### config.mk
export PLATFORM = sky130hd
export DESIGN_NAME = sbs_slave_ctrl
export DESIGN_NICKNAME = d
export VERILOG_FILES = /design/src/rtl/sbs_pkg.sv /design/src/rtl/sbs_event_classify.sv /design/src/rtl/sbs_addr_match.sv /design/src/rtl/sbs_ctrl_fsm.sv /design/src/rtl/sbs_byte_handoff.sv /design/src/rtl/sbs_slave_ctrl.sv
export SDC_FILE = /design/constraint.sdc
export NUM_CORES = 1
export LEC_CHECK = 0
export CAP_MARGIN = 20
export CORE_MARGIN = 1.5
export CORE_UTILIZATION = 30
export CTS_CLUSTER_DIAMETER = 30
export DETAILED_ROUTE_END_ITERATION = 10
export DONT_BUFFER_PORTS = 1
export GPL_TIMING_DRIVEN = 0
export PLACE_DENSITY = 0.45
export SYNTH_ARGS = -nofsm -noshare
export SYNTH_HDL_FRONTEND = slang
export SYNTH_SLANG_ARGS = --single-unit
### constraint.sdc
create_clock -name clk -period 6.3 [get_ports clk]
set_input_delay 0.63 -clock clk [delete_from_list [all_inputs] [get_ports clk]]
set_output_delay 0.63 -clock clk [all_outputs]
set_load 0.02 [all_outputs]
### src/rtl/sbs_pkg.sv
// Shared definitions for the serial bus slave controller.
// Assumes byte-oriented decoded input from a separate receiver.
package sbs_pkg;

    localparam int BYTE_W = 8;
    localparam int NIB_W  = 4;
    localparam logic [BYTE_W-1:0] HDR_PATTERN = 8'h55;
    localparam logic [NIB_W-1:0]  WIDE_MARK   = 4'hF;

    // Protocol position: byte slots and the acknowledge slots that follow them.
    typedef enum logic [3:0] {
        ST_OFF,      // silent until standby
        ST_HDR,      // header byte due
        ST_HDR_MAK,  // acknowledge after header due
        ST_AHI,      // first (or only) address byte due
        ST_AHI_MAK,  // acknowledge after first of two address bytes
        ST_ALO,      // second address byte due
        ST_ADR_MAK,  // acknowledge after the complete address
        ST_CMD,      // command byte due
        ST_CMD_MAK,  // acknowledge after command
        ST_DAT,      // data byte due
        ST_DAT_MAK   // acknowledge after data
    } state_t;

    typedef enum logic [1:0] {
        EV_IDLE,
        EV_BYTE,
        EV_MAK,
        EV_FAULT
    } ev_t;

    // True for states where an acknowledge bit, not a byte, is due.
    function automatic logic mak_due(input state_t s);
        return (s == ST_HDR_MAK) || (s == ST_AHI_MAK) || (s == ST_ADR_MAK) ||
               (s == ST_CMD_MAK) || (s == ST_DAT_MAK);
    endfunction

endpackage

### src/rtl/sbs_event_classify.sv
// Turns the receiver strobes into one event per cycle.
// Assumes the current protocol position says whether a byte or an ack is due;
// anything out of order, doubled or flagged by the receiver becomes a fault.
module sbs_event_classify
    import sbs_pkg::*;
(
    input  logic   byte_vld_i,
    input  logic   mak_vld_i,
    input  logic   err_i,
    input  state_t st_i,
    output ev_t    ev_o
);

    logic want_mak;

    // Decide which event the strobes represent in the current position.
    always_comb begin
        want_mak = mak_due(st_i);
        if (err_i || (byte_vld_i && mak_vld_i)) begin
            ev_o = EV_FAULT;
        end else if (byte_vld_i) begin
            ev_o = want_mak ? EV_FAULT : EV_BYTE;
        end else if (mak_vld_i) begin
            ev_o = want_mak ? EV_MAK : EV_FAULT;
        end else begin
            ev_o = EV_IDLE;
        end
    end

endmodule

### src/rtl/sbs_addr_match.sv
// Compares a received byte with this device's address bytes.
// The generate picks one-byte or two-byte addressing; in one-byte mode the
// second comparison is never used and ties low.
module sbs_addr_match
    import sbs_pkg::*;
#(
    parameter bit               ADDR12 = 1'b0,
    parameter logic [NIB_W-1:0] FAMILY = 4'hA,
    localparam int              DEV_W  = ADDR12 ? BYTE_W : NIB_W
) (
    input  logic [BYTE_W-1:0] byte_i,
    input  logic [DEV_W-1:0]  dev_code_i,
    output logic              first_ok_o,
    output logic              second_ok_o
);

    generate
        if (ADDR12) begin : g_wide
            // Two-byte address: reserved mark plus family, then device code.
            always_comb begin
                first_ok_o  = (byte_i == {WIDE_MARK, FAMILY});
                second_ok_o = (byte_i == dev_code_i);
            end
        end else begin : g_narrow
            // One-byte address: family over device code.
            always_comb begin
                first_ok_o  = (byte_i == {FAMILY, dev_code_i});
                second_ok_o = 1'b0;
            end
        end
    endgenerate

endmodule

### src/rtl/sbs_ctrl_fsm.sv
// Protocol state machine: walks header, address, command and data slots,
// decides selection, requests slave acknowledges and shuts off on any
// mismatch or fault until a standby pulse. Assumes one event per cycle.
module sbs_ctrl_fsm
    import sbs_pkg::*;
#(
    parameter bit ADDR12 = 1'b0
) (
    input  logic              clk,
    input  logic              rst_n,
    input  logic              standby_i,
    input  ev_t               ev_i,
    input  logic              mak_i,
    input  logic [BYTE_W-1:0] byte_i,
    input  logic              first_ok_i,
    input  logic              second_ok_i,
    output state_t            st_o,
    output logic              selected_o,
    output logic              sak_req_o,
    output logic              cmd_take_o,
    output logic              data_take_o
);

    state_t st_q, st_n;
    logic   sel_q, sel_n;
    logic   sak_q, sak_n;

    // Next-state, selection and acknowledge decisions for this cycle's event.
    always_comb begin
        st_n        = st_q;
        sel_n       = sel_q;
        sak_n       = 1'b0;
        cmd_take_o  = 1'b0;
        data_take_o = 1'b0;
        if (standby_i) begin
            st_n  = ST_HDR;
            sel_n = 1'b0;
        end else if (st_q != ST_OFF) begin
            unique case (ev_i)
                EV_FAULT: begin
                    st_n  = ST_OFF;
                    sel_n = 1'b0;
                end
                EV_BYTE: begin
                    unique case (st_q)
                        ST_HDR: begin
                            if (byte_i == HDR_PATTERN) begin
                                st_n = ST_HDR_MAK;
                            end else begin
                                st_n  = ST_OFF;
                                sel_n = 1'b0;
                            end
                        end
                        ST_AHI: begin
                            if (first_ok_i) begin
                                st_n  = ADDR12 ? ST_AHI_MAK : ST_ADR_MAK;
                                sel_n = ADDR12 ? sel_q : 1'b1;
                            end else begin
                                st_n  = ST_OFF;
                                sel_n = 1'b0;
                            end
                        end
                        ST_ALO: begin
                            if (second_ok_i) begin
                                st_n  = ST_ADR_MAK;
                                sel_n = 1'b1;
                            end else begin
                                st_n  = ST_OFF;
                                sel_n = 1'b0;
                            end
                        end
                        ST_CMD: begin
                            cmd_take_o = 1'b1;
                            st_n       = ST_CMD_MAK;
                        end
                        ST_DAT: begin
                            data_take_o = 1'b1;
                            st_n        = ST_DAT_MAK;
                        end
                        default: begin
                            st_n  = ST_OFF;
                            sel_n = 1'b0;
                        end
                    endcase
                end
                EV_MAK: begin
                    unique case (st_q)
                        ST_HDR_MAK: begin
                            st_n  = mak_i ? ST_AHI : ST_OFF;
                            sel_n = mak_i ? sel_q : 1'b0;
                        end
                        ST_AHI_MAK: begin
                            st_n  = mak_i ? ST_ALO : ST_OFF;
                            sel_n = mak_i ? sel_q : 1'b0;
                        end
                        ST_ADR_MAK: begin
                            sak_n = 1'b1;
                            st_n  = mak_i ? ST_CMD : ST_HDR;
                        end
                        ST_CMD_MAK, ST_DAT_MAK: begin
                            sak_n = 1'b1;
                            st_n  = mak_i ? ST_DAT : ST_HDR;
                        end
                        default: begin
                            st_n  = ST_OFF;
                            sel_n = 1'b0;
                        end
                    endcase
                end
                default: ;
            endcase
        end
    end

    // State and output registers; reset leaves the block silent.
    always_ff @(posedge clk) begin
        if (!rst_n) begin
            st_q  <= ST_OFF;
            sel_q <= 1'b0;
            sak_q <= 1'b0;
        end else begin
            st_q  <= st_n;
            sel_q <= sel_n;
            sak_q <= sak_n;
        end
    end

    assign st_o       = st_q;
    assign selected_o = sel_q;
    assign sak_req_o  = sak_q;

    // An acknowledge request only ever follows an acknowledge event.
    p_sak_after_mak_r8: assert property (@(posedge clk) disable iff (!rst_n)
        sak_q |-> $past(ev_i == EV_MAK));

    // Acknowledges are only requested for a selected device.
    p_sak_needs_sel_r8: assert property (@(posedge clk) disable iff (!rst_n)
        sak_q |-> sel_q);

    // Standby always deselects and suppresses acknowledges.
    p_standby_clears_r2: assert property (@(posedge clk) disable iff (!rst_n)
        standby_i |=> (!sel_q && !sak_q && st_q == ST_HDR));

    // A silent block stays silent until standby.
    p_off_silent_r6: assert property (@(posedge clk) disable iff (!rst_n)
        (st_q == ST_OFF && !standby_i) |=> (st_q == ST_OFF && !sak_q && !sel_q));

    // Faults in a live block shut it off.
    p_fault_kills_r10: assert property (@(posedge clk) disable iff (!rst_n)
        (ev_i == EV_FAULT && !standby_i) |=> (st_q == ST_OFF && !sel_q));

    // No acknowledge for the header slot.
    p_no_hdr_ack_r3: assert property (@(posedge clk) disable iff (!rst_n)
        (st_q == ST_HDR_MAK && ev_i == EV_MAK) |=> !sak_q);

endmodule

### src/rtl/sbs_byte_handoff.sv
// Registers command and data bytes toward the application with one-cycle
// valid strobes. Values hold between strobes. Assumes take strobes are
// mutually exclusive.
module sbs_byte_handoff
    import sbs_pkg::*;
(
    input  logic              clk,
    input  logic              rst_n,
    input  logic              cmd_take_i,
    input  logic              data_take_i,
    input  logic [BYTE_W-1:0] byte_i,
    output logic              cmd_vld_o,
    output logic [BYTE_W-1:0] cmd_o,
    output logic              data_vld_o,
    output logic [BYTE_W-1:0] data_o
);

    // Capture command and data bytes and pulse their strobes.
    always_ff @(posedge clk) begin
        if (!rst_n) begin
            cmd_vld_o  <= 1'b0;
            data_vld_o <= 1'b0;
            cmd_o      <= '0;
            data_o     <= '0;
        end else begin
            cmd_vld_o  <= cmd_take_i;
            data_vld_o <= data_take_i;
            if (cmd_take_i) begin
                cmd_o <= byte_i;
            end
            if (data_take_i) begin
                data_o <= byte_i;
            end
        end
    end

    // Command and data strobes never coincide.
    p_strobe_excl_r7: assert property (@(posedge clk) disable iff (!rst_n)
        !(cmd_vld_o && data_vld_o));

endmodule

### src/rtl/sbs_slave_ctrl.sv
// Slave address-match and acknowledge controller. Sits behind a byte
// receiver and in front of the transmit side and the application.
// Assumes receiver strobes are single-cycle and standby is a strobe.
module sbs_slave_ctrl
    import sbs_pkg::*;
#(
    parameter bit               ADDR12 = 1'b0,
    parameter logic [NIB_W-1:0] FAMILY = 4'hA,
    localparam int              DEV_W  = ADDR12 ? BYTE_W : NIB_W
) (
    input  logic              clk,
    input  logic              rst_n,
    input  logic              standby_i,
    input  logic              byte_vld_i,
    input  logic [BYTE_W-1:0] byte_i,
    input  logic              mak_vld_i,
    input  logic              mak_i,
    input  logic              err_i,
    input  logic [DEV_W-1:0]  dev_code_i,
    output logic              selected_o,
    output logic              sak_req_o,
    output logic              cmd_vld_o,
    output logic [BYTE_W-1:0] cmd_o,
    output logic              data_vld_o,
    output logic [BYTE_W-1:0] data_o
);

    state_t st;
    ev_t    ev;
    logic   first_ok, second_ok;
    logic   cmd_take, data_take;

    sbs_event_classify u_classify (
        .byte_vld_i (byte_vld_i),
        .mak_vld_i  (mak_vld_i),
        .err_i      (err_i),
        .st_i       (st),
        .ev_o       (ev)
    );

    sbs_addr_match #(
        .ADDR12 (ADDR12),
        .FAMILY (FAMILY)
    ) u_match (
        .byte_i      (byte_i),
        .dev_code_i  (dev_code_i),
        .first_ok_o  (first_ok),
        .second_ok_o (second_ok)
    );

    sbs_ctrl_fsm #(
        .ADDR12 (ADDR12)
    ) u_fsm (
        .clk         (clk),
        .rst_n       (rst_n),
        .standby_i   (standby_i),
        .ev_i        (ev),
        .mak_i       (mak_i),
        .byte_i      (byte_i),
        .first_ok_i  (first_ok),
        .second_ok_i (second_ok),
        .st_o        (st),
        .selected_o  (selected_o),
        .sak_req_o   (sak_req_o),
        .cmd_take_o  (cmd_take),
        .data_take_o (data_take)
    );

    sbs_byte_handoff u_handoff (
        .clk         (clk),
        .rst_n       (rst_n),
        .cmd_take_i  (cmd_take),
        .data_take_i (data_take),
        .byte_i      (byte_i),
        .cmd_vld_o   (cmd_vld_o),
        .cmd_o       (cmd_o),
        .data_vld_o  (data_vld_o),
        .data_o      (data_o)
    );

    // The command strobe carries the byte seen on the previous cycle.
    p_cmd_from_byte_r7: assert property (@(posedge clk) disable iff (!rst_n)
        cmd_vld_o |-> ($past(byte_vld_i) && cmd_o == $past(byte_i)));

    // Data strobes likewise follow a byte strobe.
    p_data_from_byte_r7: assert property (@(posedge clk) disable iff (!rst_n)
        data_vld_o |-> ($past(byte_vld_i) && data_o == $past(byte_i)));

endmodule

Word level (Yosys, flattened, before mapping)
Cells that the tools add are included.
Cells by class
  order comparisons: 0
  equality and inequality tests: 18
  multiplexer cells: 31
  add/subtract/negate cells: 0
  divide/modulo/power cells: 0
  bitwise gates (word level): 3
  shifts and indexed selects: 0
  reduce and logical (&&, ||, !) cells: 19
  multipliers: 0
Operator list (number)
  $pmux 4 s4: 2
  $mux 1: 15
  $eq 4x3->1 const B: 3
  $eq 4x4->1 const B: 3
  $mux 2: 6
  $pmux 4 s3: 1
  $mux 3: 3
  $eq 4x2->1 const B: 2
  $eq 8x7->1 const B: 1
  $eq 8x8->1: 1
  $reduce_bool 4->1: 2
  $reduce_or 2->1: 4
  $ne 3x3->1 const B: 2
  $pmux 1 s3: 2
  $reduce_and 6->1: 1
  $logic_or 1x1->1: 5
  $eq 2x2->1 const B: 2
  $eq 4x1->1 const B: 1
  $mux 4: 1
  $ne 2x2->1 const B: 2
  $reduce_and 2->1: 2
  $reduce_or 4->1: 1
  $not 1->1: 3
  $reduce_bool 3->1: 1
  5 further kinds: 5
Storage, ports and cells
  flip-flop bits (word level): 24
  output and inout port bits: 20
  latch bits: 0
  memories: 0
  memory bits (read-only): 0
  memory bits (writable): 0

Depth between registers and ports, before layout
Gate-level depths: netlist (run 1).
  depth after elaboration: 13
  mapped depth: 11

Hierarchy
A second synthesis (run 1) with hierarchy kept.
Unflattened totals
  cells, all modules: 136
  area, all modules: 1315.0 µm²
Modules (own cells, without submodules)
  sbs_byte_handoff: instances 1, area each 669.4 µm², cells each 55, sequential area each 360.3 µm²
  sbs_ctrl_fsm: instances 1, area each 524.3 µm², cells each 65, sequential area each 120.1 µm²
  sbs_addr_match: instances 1, area each 75.1 µm², cells each 9, sequential area each 0.0 µm²
  sbs_event_classify: instances 1, area each 46.3 µm², cells each 7, sequential area each 0.0 µm²

Worst setup path before layout (run 1)
Ideal clock, no wire load.
  kind: reg-to-reg
  from: register u_fsm.st_q[1] (netlist: u_fsm.st_o[1])
  to: register u_handoff.cmd_o[0]
  setup slack: 3.980 ns
  period minus slack after synthesis: 2.320 ns
  stages on the path, launching flop included: 12
  arrival time: 2.204 ns
  required time: 6.184 ns
  path through: dfxtp_1 buf_6 or2_4 nor2_1 a211oi_1 a211oi_1 ha_1 nand2_1 nor3_1 buf_2 mux2i_1 nor2b_1
On the way
  cells in the longest elaborated chain, start to end: 13
  elaborated cells between the ends (all ways): 21
RTL lines
  from (decl): RTL line sbs_ctrl_fsm.sv:24  | state_t st_q, st_n;
  from (signal assigned): RTL line sbs_ctrl_fsm.sv:122  | st_q <= st_n;
  $eq 4x2->1 or $eq 4x3->1 (tied branches): RTL line sbs_pkg.sv:34  | return (s == ST_HDR_MAK) || (s == ST_AHI_MAK) || (s == ST_ADR_MAK) ||
  $logic_or 1x1->1 (3 in series): RTL line sbs_pkg.sv:34
  $logic_or 1x1->1: RTL line sbs_pkg.sv:35  | (s == ST_CMD_MAK) || (s == ST_DAT_MAK);
  $mux 1: RTL line sbs_event_classify.sv:24  | ev_o = want_mak ? EV_MAK : EV_FAULT;
  $mux 2: RTL line sbs_event_classify.sv:23  | end else if (mak_vld_i) begin
  $mux 2: RTL line sbs_event_classify.sv:21  | end else if (byte_vld_i) begin
  $mux 2: RTL line sbs_event_classify.sv:19  | if (err_i || (byte_vld_i && mak_vld_i)) begin
  $eq 2x1->1: RTL line sbs_ctrl_fsm.sv:39  | unique case (ev_i)
  $mux 1: RTL line sbs_ctrl_fsm.sv:39
  $mux 1 *: RTL line sbs_ctrl_fsm.sv:38  | end else if (st_q != ST_OFF) begin
  $mux 1 *: RTL line sbs_ctrl_fsm.sv:35  | if (standby_i) begin
  to (signal assigned): RTL line sbs_byte_handoff.sv:29  | cmd_o <= byte_i;
  to (decl): RTL line sbs_byte_handoff.sv:13  | output logic [BYTE_W-1:0] cmd_o,
Every way passes the cells marked *; elsewhere a longest branch is shown, timed or not.
A chain may end at the register's enable or synchronous reset.

Worst setup path in the final report (run 1)
  from: register u_fsm.st_q[1] (netlist: u_fsm.st_o[1])
  to: register u_handoff.cmd_o[2]
The elaborated chain is that of the path after synthesis.

==> results of run 1 <==
registers in the layout (all words and copies together), names as in the netlist:
name,cells
u_fsm.sak_req_o,1
u_handoff.data_vld_o,1
u_fsm.selected_o,1
u_fsm.st_o,4
u_handoff.cmd_o,8
u_handoff.data_o,8
u_handoff.cmd_vld_o,1
cells in the final DEF (no fill, tap or decap), drive strengths merged, types with 2 or more instances in the layout:
cell type	n
nand4bb	2
nor4	2
nor2b	16
nor2	5
a211o	4
a21oi	6
nor4bb	2
nor3	3
nand2	3
nand4	2
o21ai	3
and2	2
nand3b	3
mux2i	16
xor2	4
buf	6
nand3	2
nand2b	3
dfxtp	24
ha	4
a211oi	5
clkbuf	6
final timing paths:
| kind | slack (ps) | depth (start not counted) | startpoint | end |
|---|---|---|---|---|
| hold / removal | 490 | 1 | standby_i | u_fsm.st_o[0] |
| hold reg to reg | 620 | 2 | u_handoff.cmd_o[0] | u_handoff.cmd_o[0] |
| setup reg to reg | 3610 | 11 | u_fsm.st_o[1] | u_handoff.cmd_o[2] |
| setup / recovery | 3610 | 11 | u_fsm.st_o[1] | u_handoff.cmd_o[2] |
final cells by class:
| type | count | share of cell area (%) |
|---|---|---|
| multi-input combinational | 99 | 53.7 |
| sequential | 24 | 34.3 |
| tap | 50 | 4.47 |
| clock buffer | 4 | 3.94 |
| buffer | 8 | 3.58 |
worst reg2reg max path: cells and delay by family (launching register included):
| family | cells | cell delay (ps) |
|---|---|---|
| buffers and inverters | 2 | 450 |
| multiplexers | 1 | 230 |
| AO/OA/AOI/OAI | 2 | 440 |
| adder cells (fa/ha/maj) | 1 | 300 |
| flip-flops | 1 | 320 |
| AND/OR/NAND/NOR | 5 | 840 |
metal layers:
metal / GRT usage (%) / share of wire [%] / vias up
li1: - / - / 489
met1: 19.0 / 47 / 466
met3: 4.93 / 7.0 / 2
met4: 1.50 / 0.49 / 0
met2: 22.6 / 46 / 26
met5: 0 / 0 / -
synthesized netlist by cell type (4+ instances only):
cell	count	area, um^2
mux2i_1	16	160
a211o_1	4	35.0
a21oi_1	6	30.0
buf_2	4	20.0
a211oi_1	5	37.5
nor2_1	5	18.8
dfxtp_1	24	480
ha_1	4	50.1
xor2_1	4	35.0
nor2b_1	16	100
logic make-up (layout without fill, tap and decap cells):
family                   Yosys count  in the layout  synth area share [%]
multiplexers                      16             16                  12.5
flip-flops                        24             24                  37.5
AO/OA/AOI/OAI                     27             27                  14.7
buffers and inverters              8             12                  3.91
AND/OR/NAND/NOR                   48             48                  24.7
adder cells (fa/ha/maj)            4              4                  3.91
XOR/XNOR                           4              4                  2.73
power by group:
group	leakage [nW]	switching [mW]	internal [mW]	total [mW]
combinational	0.208	0.00907	0.00730	0.0164
sequential	0.193	0.0000879	0.152	0.152
clock	0.0288	0.0498	0.0558	0.106
metrics by stage:
step	power [mW]	instance area [um^2]	util [%]	setup slack, ps	hold WS, ps
after floorplan	0.168	1280	-	3980	589
after global placement	0.172	1340	33.1	3680	606
after detailed placement	0.172	1340	33.1	3650	612
after CTS	0.277	1400	34.5	3640	480
after global routing	0.286	1400	34.5	3360	482
final	0.274	1400	34.5	3610	485
==> results.tsv, run 1 <==
metric	value	unit
status	completed	
DRC	0	
Die Y	68.4	um
post-route ant nets	0	
Overall Global Routing Usage	14.1	%
area growth from synthesis to layout	9.18	%
chip width	68.4	um
CP arrival	2850	ps
Yosys reg bits	24	
Final min period	2690	ps
CTS tree	built	
worst endpoint required time	6470	ps
wire per inst	16.5	um
starting density of the core	31.6	%
Synth Area per Inst	9.78	um^2
cells after synthesis	131	
root buf cell	clkbuf_8	
via count	983	
Inst Count DP	181	
first-pass GRT wire length	4900	um
Clock transition at path regs	90	ps
RSZ-0062 raised after global routing	false	
cts repair resizes	0	
initial detailed-routing violation count	57	
Leakage Power	0.430	nW
Pre-Repair DR Iteration Count	4	
max_slew headroom	65.7	%
pwr dens	196	nW/um^2
port bufs	0	
Final period util	42.6	%
Worst Setup Start Kind	flop	
prevailing post-synth register cell	dfxtp_1	
residual overflow from global routing	0	
Num CTS Buffers	3	
CTS Buffer Depth	2	
Max Clk Rate	372	MHz
vias in the first global route	960	
Core Box Area	4060	um^2
sequential fraction of the synthesis area	37.5	%
crit path kind	reg2reg	
H-tree depth	1	
die footprint	4670	um^2
clk sinks	24	
Post-CTS Setup Bufs	0	
nature of the critical path endpoint	flop	
Post-synth ARST share	0	%
layout cells sized above 1	8.89	%
max_cap viols	0	
CP max FO	10	
IO Pins	39	
largest net degree at the start of global routing	14	
fillers	433	
CP peak stage delay	360	ps
clk_lat worst skew	270	ps
Post-synth EDFFs	0	
worst path buffer plus inverter count	2	
non-filler cells, final	185	
Final nets	159	
multi-input logic area	751	um^2
Site Rows	23	
Final Hold Vio Count	0	
cts hold-fix bufs	0	
post-DP HPWL	2250	um
Vias/cell	5.31	
CP dominant cell by count	a211oi_1	
Antenna Diode Count	0	
final wirelength	3050	um
Worst Tran Pin Value	509	ps
Final TNS setup	0	ps
Fin Clk Skew	3.29	ps
crit path cell chain	buf_6, or2_4, nor2_1, a211oi_1, a211oi_1, ha_1, nand2_1, nor3_1, buf_2, mux2i_1, nor2b_1	
Slew Limit Fails	0	
sequential standard cell area	480	um^2
CP max-delay cell	a211oi_1	
Final Wtd Congestion	0.837	
Cell Area, Synth	1280	um^2
critical path's top delay family	simple AND/OR/NAND/NOR gates	
Final setup viols	0	
syn_nets	154	
Peak VDD IR	0.118	mV
antenna violations before repair	0	
post-synthesis cell type count	35	
Hold WC Path Type	in2reg	
Yosys warning count	0	
Note: power is estimated with default switching activity, not from simulation.
==> run 2, diff against run 1 <==
Settings changed: PLACE_DENSITY 0.45 to 0.46.
Clock period 6.3 ns to 2.15 ns, I/O delays scaled along.
==> run 2 against run 1 <==
Effect of this change:
- the flow now finishes with violations (setup timing)
- first-iteration DRC count decreased by 30%
- via count increased by 6.6%
- critical path depth decreased by 1
- clock power increased to 2.9 times the previous value
- maximum frequency increased by 22%
- core utilization increased by 4.4 points
- die area unchanged
- critical endpoint is now u_handoff.data_o[2]
- non-clock buffer count increased by 9
- register-to-register slack got worse by 3700 ps
==> results.tsv, run 2 (synthesis gave the netlist of run 1 again) <==
metric	value	unit
status	complete, but fails checks	
failing checks	setup timing	
Final setup viols	10	
Worst Hold Depth	1	
CP max FO	4	
WL met3	209	um
Hold WC Path Type	in2reg	
nature of the critical path endpoint	flop	
Num CTS Buffers	3	
Vias/cell	5.40	
commonest non-fill, non-tap cell in the layout	dfxtp_1	
Final min period	2210	ps
crit path kind	reg2reg	
largest net degree at the start of global routing	14	
Final period util	103	%
met1 WL	1480	um
CTS Buffer Depth	2	
Antenna Diode Count	0	
PnR worst setup slack	-58.5	ps
multi-input logic area	835	um^2
pwr dens	519	nW/um^2
Final Wtd Congestion	0.824	
Worst Setup Start Kind	flop	
worst endpoint required time	2320	ps
path depth of the worst reg2reg path	10	
clk_lat worst skew	270	ps
Hold WS	74.8	ps
chip width	68.4	um
layout cells sized above 1	25.0	%
most frequent cells in the layout	21 x dfxtp_1, 16 x mux2i_1, 16 x nor2b_1, 11 x buf_4, 5 x a21oi_1	
Worst Tran Pin Value	639	ps
area growth from synthesis to layout	23.0	%
DRC	0	
DR top layer	met4	
clk sinks	24	
root buf cell	clkbuf_8	
max_slew headroom	57.0	%
initial detailed-routing violation count	40	
final wirelength	3380	um
port bufs	0	
Inst Count DP	181	
residual overflow from global routing	0	
Post-DP Area	1370	um^2
starting density of the core	31.6	%
fillers	424	
antenna violations before repair	0	
post-route ant nets	0	
max_cap viols	0	
Slew Limit Fails	0	
Site Rows	23	
Leakage Power	0.497	nW
Core Box Area	4060	um^2
CP arrival	2370	ps
Max Clk Rate	453	MHz
Die Y	68.4	um
Pre-Repair DR Iteration Count	4	
Peak VDD IR	0.247	mV
post-DP HPWL	2350	um
cts hold-fix bufs	0	
Final Hold Vio Count	0	
RSZ-0062 raised after global routing	true	
non-filler cells, final	194	
vias in the first global route	1041	
sequential standard cell area	489	um^2
Final TNS setup	-366	ps
Final nets	168	
Overall Global Routing Usage	15.3	%
first-pass GRT wire length	5240	um
via count	1048	
wire per inst	17.4	um
Clock transition at path regs	90	ps
die footprint	4670	um^2
IO Pins	39	
post-route cell area	1580	um^2
H-tree depth	1	
Fin Clk Skew	5.85	ps
metal2 WL	1660	um
CTS tree	built	
run 2: worst max-delay path, cell delays in order (launching register included):
cell	delay [ps]
dfxtp_4	360
or2_4	270
nor2_4	100
a211oi_2	60
a211oi_2	250
ha_2	260
nand2_4	70
nor4b_4	290
buf_4	210
mux2i_1	180
nor2b_1	60
run 2: layout make-up:
type / instances / share of cell area [%]
tap: 50 / 3.97
buffer: 6 / 3.10
clock buffer: 4 / 3.49
sequential: 24 / 31.0
multi-input combinational: 99 / 52.9
timing repair buffer: 11 / 5.48
run 2: where the power goes:
part	total, mW	switching, mW	internal [mW]
Clock	0.309	0.146	0.164
Combinational	0.0664	0.0336	0.0328
Sequential	0.443	0.000452	0.443
Total	0.819	0.180	0.639
run 2: final timing paths:
kind / to / slack [ps] / from
max reg2reg: u_handoff.data_o[2] / -60 / u_fsm.st_o[1]
min: u_fsm.st_o[0] / 70 / standby_i
min reg2reg: u_fsm.st_o[3] / 570 / u_fsm.st_o[3]
max: u_handoff.data_o[2] / -60 / u_fsm.st_o[1]
run 2: timing repair:
| action | CTS | global route |
|---|---|---|
| gates resized for setup | 10 | 15 |
| gates cloned | 1 | 0 |
| buffers inserted | 5 | 5 |
| endpoints found under the setup margin | 23 | 22 |
| pin swaps | 7 | 8 |
run 2: stage by stage:
| step | setup WS, ps | total power [mW] | utilization [%] |
|---|---|---|---|
| 2_1_floorplan | -14.3 | 0.496 | - |
| 3_3_place_gp | -265 | 0.507 | 33.9 |
| 3_5_place_dp | -274 | 0.507 | 33.9 |
| 4_1_cts | -64.9 | 0.823 | 36.9 |
| 5_1_grt | -216 | 0.861 | 38.9 |
| 6_report | -58.5 | 0.819 | 38.9 |
run 2: metal layers:
metal | GRT usage [%] | vias up
met4 | 4.25 | 0
met2 | 25.0 | 30
li1 | - | 504
met1 | 19.4 | 510
met3 | 4.77 | 4
met5 | 0 | -
==> run 3, diff against run 2 <==
Settings changed: PLACE_DENSITY 0.46 to 0.42.
==> run 3 against run 2 <==
Effect of this change:
- highest routed layer unchanged
- sequential power about the same
- critical path depth unchanged
- cell area increased by 2.5%
- maximum frequency increased by 2.5%
- the run still ends with setup timing left
- via count increased by 1.0%
- clock skew decreased by 4.0 ps
- largest power group unchanged
- combinational power increased by 8.6%
- worst hold slack improved by 19 ps
==> results.tsv, run 3 (synthesis gave the netlist of run 1 again) <==
metric	value	unit
RR Startpoint	u_fsm.st_o[1]	
PnR worst setup slack	-4.56	ps
Die Y	68.4	um
root buf cell	clkbuf_8	
CTS tree	built	
Post-DP Area	1370	um^2
path depth of the worst reg2reg path	10	
post-route cell area	1620	um^2
max_cap viols	0	
vias in the first global route	995	
Peak VDD IR	0.264	mV
CP arrival	2310	ps
chip width	68.4	um
Clock transition at path regs	80	ps
Vias/cell	5.40	
commonest non-fill, non-tap cell in the layout	dfxtp_1	
r2r setup slk	-5	ps
crit path kind	reg2reg	
Leakage Power	0.505	nW
Hold Path Sink	u_fsm.st_o[0]	
Inst Count DP	181	
Final nets	171	
Hold Startpoint	standby_i	
Pre-Repair DR Iteration Count	5	
IO Pins	39	
CP peak stage delay	350	ps
nature of the critical path endpoint	flop	
clk sinks	24	
post-DP HPWL	2350	um
DRC	0	
Max Clk Rate	464	MHz
Core Box Area	4060	um^2
Num CTS Buffers	3	
Worst Hold Depth	1	
final wirelength	3470	um
largest net degree at the start of global routing	13	
Fin Clk Skew	1.82	ps
Antenna Diode Count	0	
worst path buffer plus inverter count	1	
non-filler cells, final	196	
Worst Setup Start Kind	flop	
pwr dens	478	nW/um^2
cts hold-fix bufs	0	
wire per inst	17.7	um
via count	1059	
die footprint	4670	um^2
initial detailed-routing violation count	48	
Worst path depth	10	
residual overflow from global routing	0	
Final min period	2150	ps
Final Wtd Congestion	0.850	
worst flop-to-flop path endpoint	u_handoff.data_o[0]	
Final setup viols	2	
area growth from synthesis to layout	26.2	%
CTS Buffer Depth	2	
critical path's top delay family	simple AND/OR/NAND/NOR gates	
Site Rows	23	
CP dominant cell by count	a211oi_4	
antenna violations before repair	0	
CP max FO	4	
Overall Global Routing Usage	15.4	%
Worst Tran Pin Value	603	ps
crit path cell chain	or2_4, nor2_4, a211oi_4, a211oi_4, ha_4, nand2_4, nor4b_4, buf_4, mux2i_1, nor2b_1	
most frequent cells in the layout	22 x dfxtp_1, 16 x mux2i_1, 16 x nor2b_1, 15 x buf_4, 5 x a21oi_1	
status	complete, but fails checks	
Hold WC Path Type	in2reg	
RSZ-0062 raised after global routing	true	
max_slew headroom	59.4	%
clk_lat worst skew	260	ps
Final Hold Vio Count	0	
CP max-delay cell	dfxtp_4	
first-pass GRT wire length	5150	um
port bufs	0	
fillers	416	
failing checks	setup timing	
layout cells sized above 1	26.0	%
worst endpoint required time	2310	ps
starting density of the core	31.6	%
H-tree depth	1	
pre-CTS setup slack	-287	ps
Slew Limit Fails	0	
Final period util	100	%
post-route ant nets	0	
run 3: changes by cell type in the layout (fill, tap and decap cells not counted), moves of 2 or more:
cell / before / now
buf_6: 4 / 1
a211oi_4: 1 / 3
ha_4: 1 / 3
buf_4: 11 / 15
ha_2: 2 / 0
run 3: through the flow:
step | util, % | total power [mW] | TNS (ps) | hold slack [ps]
finish | 39.8 | 0.773 | -6.21 | 93.9
CTS | 36.5 | 0.770 | -536 | 83.3
global placement | 33.9 | 0.507 | -4260 | 343
global route | 39.8 | 0.816 | -1570 | 90.7
floorplan | - | 0.496 | -114 | 339
detailed placement | 33.9 | 0.508 | -4630 | 356
run 3: layout make-up:
class                   instances  area, um^2  area share (%)
clock buffers                   3        41.3            2.55
flip-flops and latches         24         488            30.2
plain buffers                   7        53.8            3.33
repair buffers                 13        97.6            6.04
multi-input cells              99         873            54.0
well taps                      50        62.6            3.87
run 3: worst max path at each step:
stage | slack [ps] | end | startpoint
6_report | -5 | u_handoff.data_o[0] | u_fsm.st_o[1]
5_1_grt | -110 | u_handoff.data_o[1] | u_fsm.st_o[1]
4_1_cts | -60 | u_handoff.data_o[0] | u_fsm.st_o[1]
2_1_floorplan | -10 | u_handoff.data_o[0] | u_fsm.st_o[1]
3_3_place_gp | -350 | u_fsm.st_o[1] | u_fsm.st_o[3]
3_5_place_dp | -290 | u_fsm.st_o[1] | u_fsm.st_o[3]
run 3: per-layer routing:
metal	part of all wire (%)	vias to the layer above	GRT usage (%)
li1	-	508	-
met1	46	508	21.2
met2	45	39	22.8
met3	7.3	4	5.59
met4	1.5	0	3.75
met5	0	-	0
run 3: repair_timing:
item / in CTS / in global routing
gates cloned: 1 / 0
resized for setup: 9 / 16
setup endpoints to repair: 23 / 22
buffers inserted: 6 / 6
pin swaps: 5 / 11
run 3: report_power, final:
group / switching, mW / internal [mW] / total [mW]
Sequential: 0.000334 / 0.443 / 0.443
Clock: 0.133 / 0.125 / 0.258
Combinational: 0.0374 / 0.0346 / 0.0721
